**src/rtl/key_reset_pkg.sv**
```systemverilog
package key_reset_pkg;
   localparam int unsigned BUS_W       = 32;
   localparam int unsigned KEY_W       = 16;
   localparam logic [31:0] SPACE_BASE  = 32'hE000_E000;
   localparam logic [31:0] BLOCK_OFS   = 32'h0000_0D00;
   localparam logic [31:0] REG_OFS     = 32'h0000_000C;
   localparam logic [31:0] REG_ADDR    = SPACE_BASE + BLOCK_OFS + REG_OFS;
   localparam logic [15:0] WRITE_KEY   = 16'h05FA;
   localparam logic [15:0] READ_KEY    = 16'hFA05;
   localparam int unsigned SYS_BIT     = 2;
   localparam int unsigned CORE_BIT    = 0;
   localparam int unsigned GRP_LSB     = 8;
endpackage

```
**src/rtl/key_reset_decode.sv**
```systemverilog
module key_reset_decode
   import key_reset_pkg::*;
#(
   parameter int unsigned ADDR_W = 32,
   parameter int unsigned DATA_W = 32,
   parameter logic [ADDR_W-1:0] MATCH_ADDR = REG_ADDR[ADDR_W-1:0],
   parameter logic [KEY_W-1:0]  KEY_VAL    = WRITE_KEY
) (
   input  logic [ADDR_W-1:0] addr,
   input  logic              wen,
   input  logic [DATA_W-1:0] wdata,
   output logic              hit,
   output logic              keyed_wr
);
   localparam int unsigned KEY_LSB = DATA_W - KEY_W;

   if (DATA_W < KEY_W + 16) begin : g_chk_width
      $error("data width too small for key field");
   end

   logic key_ok;

   always_comb begin
      hit      = (addr == MATCH_ADDR);
      key_ok   = (wdata[DATA_W-1:KEY_LSB] == KEY_VAL);
      keyed_wr = wen && hit && key_ok;
   end
endmodule

```
**src/rtl/key_reset_fields.sv**
```systemverilog
module key_reset_fields
   import key_reset_pkg::*;
#(
   parameter int unsigned DATA_W = 32,
   parameter int unsigned GRP_W  = 3
) (
   input  logic              clk,
   input  logic              rst,
   input  logic              wen,
   input  logic              keyed_wr,
   input  logic [DATA_W-1:0] wdata,
   output logic [GRP_W-1:0]  grp_q
);
   localparam int unsigned GRP_MSB = GRP_LSB + GRP_W - 1;

   if (GRP_MSB >= 15) begin : g_chk_grp
      $error("grouping field overlaps upper bits");
   end

   always_ff @(posedge clk) begin
      if (rst)           grp_q <= '0;
      else if (keyed_wr) grp_q <= wdata[GRP_MSB:GRP_LSB];
   end


   grp_hold_chk: assert property (@(posedge clk) disable iff (rst)
      (wen && !keyed_wr) |=> $stable(grp_q));


   grp_load_chk: assert property (@(posedge clk) disable iff (rst)
      keyed_wr |=> (grp_q == $past(wdata[GRP_MSB:GRP_LSB])));
endmodule

```
**src/rtl/key_reset_req.sv**
```systemverilog
module key_reset_req #(
   parameter bit LOCAL_EN = 1'b1
) (
   input  logic clk,
   input  logic rst,
   input  logic keyed_wr,
   input  logic sys_bit,
   input  logic core_bit,
   input  logic ack,
   output logic sys_req,
   output logic core_pulse
);
   logic sys_set;
   assign sys_set = keyed_wr && sys_bit;

   always_ff @(posedge clk) begin
      if (rst)          sys_req <= 1'b0;
      else if (sys_set) sys_req <= 1'b1;
      else if (ack)     sys_req <= 1'b0;
   end

   if (LOCAL_EN) begin : g_local
      always_ff @(posedge clk) begin
         if (rst) core_pulse <= 1'b0;
         else     core_pulse <= keyed_wr && core_bit && !sys_bit;
      end
   end else begin : g_no_local
      assign core_pulse = 1'b0;
   end


   sys_hold_chk: assert property (@(posedge clk) disable iff (rst)
      (sys_req && !ack) |=> sys_req);


   sys_ack_chk: assert property (@(posedge clk) disable iff (rst)
      (ack && !sys_set) |=> !sys_req);


   sys_cause_chk: assert property (@(posedge clk) disable iff (rst)
      $rose(sys_req) |-> $past(sys_set));


   core_excl_chk: assert property (@(posedge clk) disable iff (rst)
      sys_set |=> !core_pulse);
endmodule

```
**src/rtl/key_reset_ctrl.sv**
```systemverilog
module key_reset_ctrl
   import key_reset_pkg::*;
#(
   parameter int unsigned GRP_W    = 3,
   parameter bit          LOCAL_EN = 1'b1
) (
   input  logic              clk,
   input  logic              rst,
   input  logic [BUS_W-1:0]  bus_addr,
   input  logic              bus_wen,
   input  logic [BUS_W-1:0]  bus_wdata,
   output logic [BUS_W-1:0]  bus_rdata,
   input  logic              sys_rst_ack,
   output logic              sys_rst_req,
   output logic              core_rst_pulse
);
   localparam int unsigned GRP_MSB = GRP_LSB + GRP_W - 1;

   logic             hit;
   logic             keyed_wr;
   logic [GRP_W-1:0] grp_q;

   key_reset_decode #(.ADDR_W(BUS_W), .DATA_W(BUS_W)) i_decode (
      .addr(bus_addr), .wen(bus_wen), .wdata(bus_wdata),
      .hit(hit), .keyed_wr(keyed_wr));

   key_reset_fields #(.DATA_W(BUS_W), .GRP_W(GRP_W)) i_fields (
      .clk(clk), .rst(rst), .wen(bus_wen), .keyed_wr(keyed_wr),
      .wdata(bus_wdata), .grp_q(grp_q));

   key_reset_req #(.LOCAL_EN(LOCAL_EN)) i_req (
      .clk(clk), .rst(rst), .keyed_wr(keyed_wr),
      .sys_bit(bus_wdata[SYS_BIT]), .core_bit(bus_wdata[CORE_BIT]),
      .ack(sys_rst_ack), .sys_req(sys_rst_req), .core_pulse(core_rst_pulse));

   always_comb begin
      bus_rdata = '0;
      if (hit) begin
         bus_rdata[BUS_W-1:BUS_W-KEY_W] = READ_KEY;
         bus_rdata[GRP_MSB:GRP_LSB]     = grp_q;
      end
   end


   miss_zero_chk: assert property (@(posedge clk) disable iff (rst)
      !hit |-> (bus_rdata == '0));


   req_bits_zero_chk: assert property (@(posedge clk) disable iff (rst)
      (bus_rdata[SYS_BIT] == 1'b0) && (bus_rdata[CORE_BIT] == 1'b0));
endmodule

```
**config.mk**
```make
export PLATFORM = sky130hd
export DESIGN_NAME = key_reset_ctrl
export DESIGN_NICKNAME = d
export VERILOG_FILES = /design/src/rtl/key_reset_pkg.sv /design/src/rtl/key_reset_decode.sv /design/src/rtl/key_reset_fields.sv /design/src/rtl/key_reset_req.sv /design/src/rtl/key_reset_ctrl.sv
export SDC_FILE = /design/constraint.sdc
export NUM_CORES = 1
export LEC_CHECK = 0
export ABC_CLOCK_PERIOD_IN_PS = 1800
export CORE_UTILIZATION = 35
export DETAILED_ROUTE_END_ITERATION = 7
export DONT_BUFFER_PORTS = 1
export MAX_ROUTING_LAYER = met4
export PLACE_DENSITY_LB_ADDON = 0.05
export SLEW_MARGIN = 20
export SYNTH_ARGS = -nofsm -noshare
export SYNTH_HDL_FRONTEND = slang
export SYNTH_HIERARCHICAL = 1
export SYNTH_SLANG_ARGS = --single-unit
```
**constraint.sdc**
```tcl
create_clock -name clk -period 1.8 [get_ports clk]
set_clock_uncertainty 0.1 [all_clocks]
set_input_delay 0.09 -clock clk [delete_from_list [all_inputs] [get_ports clk]]
set_output_delay 0.09 -clock clk [all_outputs]
set_load 0.1 [all_outputs]
```
==> run summary <==
Post-synthesis cell area: 563.0 um^2
Slew Limit Fails: 0
Peak VDD IR: 0.0005255 V
TritonRoute pass-1 iters: 4
H-Tree Depth: 1
Routability cong.: 0.6051
Share of cells above drive strength 1: 0.2468
Most frequent cells in the layout: conb_1 (21), dlygate4sd3_1 (7), dfxtp_1 (5), buf_12 (4), buf_4 (4)
Hold WC Path Type: primary input to register
First-pass GRT wire length: 1531 um
Switch Pwr: 0.0002452 W
Remaining antenna violation count: 0
Placed cell area: 565.5 um^2
Worst hold slack: 0.2466 ns
Fillers: 149
Crit. End Element: primary output
Post-synthesis cell type count: 19
Max Fanout on Critical Path: 7
Cells after synthesis: 67
Num CTS Buffers: 3
Placed Cells: 82
Via density: 4.753
Synth warn: 6
Die area: 1773 um^2
Initial DRC Count: 4
CTS tree: done
DR vias: 442
Seq cells post-synth: 5
Initial antenna violation count: 0
Post-route insts no fill: 93
PwrDens: 683.9 nW/um^2
Ports: 102
Crit Path Category: primary input to primary output
Post-route cell area: 670.6 um^2
Floorplan row count: 14
Die width: 42.11 um
Worst endpoint required time: 1.61 ns
Maximum number of pins on one net before global-route repair: 8
WL per Instance: 11.92 um
Grt total ovfl: 0
Crit path time final: 1.786 ns
Arr. time, crit path: 1.60 ns
# diodes: 0
# DRC: 0
Detail Placement HPWL: 930.4 um
Commonest non-fill, non-tap cell in the layout: conb_1
Max_cap viols: 0
Top cell type by total area after synthesis: buf_4
Clock share of power: 0.288
Top cells by area, synth: buf_4 (39%), dfxtp_1 (18%), mux2i_1 (5.3%)
Register area share after synthesis: 0.1778
CTS Root Buffer Type: clkbuf_4
Final Net Count: 146
P_leak: 0.2800 nW
Number of global-route vias before repair: 380
Startpoint types: primary input
Setup TNS: 0 ns
Area fraction of the dominant cell type after synthesis: 0.3867
Int Pwr: 0.0002135 W
Share of power burned in registers: 0.242
Fin. Hold Viols: 0
Initial Util: 0.3738
Power share of the combinational group: 0.470
Clk_lat worst skew: 0.24 ns
Port bufs: 0
Status: completed
Routed WL: 1109 um
# clock sinks: 5
Ratio of final minimum period to clock period: 0.9923
RSZ-0062 raised after global routing: yes
Reg clk slew, reported paths: 0.04 ns
Core area: 1506 um^2
Peak Freq: 559.9 MHz
Final setup vio count: 0
Area grow syn2layout: 19.11%
Die Ht: 42.11 um
Overall routing resource usage: 0.1209
CTS Buffer Depth: 2
Sw frac: 0.5345
Synth Area per Inst: 8.404 um^2
## Yosys cell counts
cell type	n
nand4_1	1
nand2_1	3
nor3_1	2
or4bb_1	2
and4b_1	2
nor2b_1	1
nor4_1	3
nor4bb_1	1
buf_4	29
or4_4	2
nand4b_1	3
mux2i_1	3
a21oi_2	1
nor2_1	3
nor4_2	1
nand2b_1	1
dfxtp_1	5
conb_1	1
and2_1	3
## worst paths after layout
kind / slack (ns) / endpoint / startpoint / depth (start not counted)
worst max-delay path: 0.01 / bus_rdata[8] / bus_addr[1] / 5
worst min-delay path: 0.25 / i_req/core_pulse / bus_wdata[30] / 5
worst max register to register: 1.11 / i_fields/grp_q[1] / i_fields/grp_q[1] / 2
worst min register to register: 0.37 / i_req/sys_req / i_req/sys_req / 2
## cells by family (layout without fill, tap and decap cells)
group | count (synthesis) | after routing | synth area share
buffers and inverters | 29 | 19 | 0.3867
AND/OR/NAND/NOR | 28 | 28 | 0.3600
flip-flops | 5 | 5 | 0.1778
multiplexers | 3 | 3 | 0.05334
other | 1 | 21 | 0.006660
AO/OA/AOI/OAI | 1 | 1 | 0.01556
## layout make-up
cell class	instances	area, um^2	share of cell area
well taps	16	20.02	0.02985
multi-input cells	53	344.1	0.5131
clock buffers	4	26.28	0.03918
repair buffers	15	180.2	0.2687
flip-flops and latches	5	100.1	0.1493
## power groups by stage
| stage | Combinational [W] | Clock, W | Sequential, W |
|---|---|---|---|
| 5_1_grt | 0.000220 | 0.000145 | 0.000111 |
| 3_3_place_gp | 0.000200 | 0 | 0.000113 |
| 4_1_cts | 0.000215 | 0.000139 | 0.000111 |
| 6_report | 0.000216 | 0.000132 | 0.000111 |
| 3_5_place_dp | 0.000200 | 0 | 0.000113 |
| 2_1_floorplan | 0.000235 | 0 | 0.000113 |
## routing by layer
metal | vias to the layer above | routed length [um] | GRT usage
met2 | 47 | 580 | 0.2063
met4 | 0 | 0 | 0.04375
li1 | 206 | - | -
met1 | 189 | 389 | 0.1237
met3 | 0 | 139 | 0.05172
met5 | - | 0 | -
## what timing repair did
item / CTS / global route
hold buffers: 7 / 0
endpoints found under the setup margin: 6 / 6
hold endpoints to repair: 5 / 0
buffers inserted: 0 / 0
gates resized for setup: 1 / 0
pin swaps: 2 / 0
## metrics by stage
stage / worst slack [ns] / utilization / total power, W
2_1_floorplan: 0.08152 / - / 0.0003482
3_3_place_gp: -0.01077 / 0.3754 / 0.0003129
3_5_place_dp: -0.03003 / 0.3754 / 0.0003128
4_1_cts: -0.0003990 / 0.4452 / 0.0004651
5_1_grt: -0.02312 / 0.4452 / 0.0004754
6_report: 0.01388 / 0.4452 / 0.0004587
## flip-flops by register name (all words and copies together), names as in the netlist
register / flops
i_fields/grp_q: 3
i_req/sys_req: 1
i_req/core_pulse: 1
## worst max-delay path, cell delays in order
cell and delay, ns:
or4_4 0.53, nor4_4 0.30, nor2b_4 0.20, buf_12 0.14
and2_4 0.33
No activity file was read; power rests on OpenSTA's default activity.
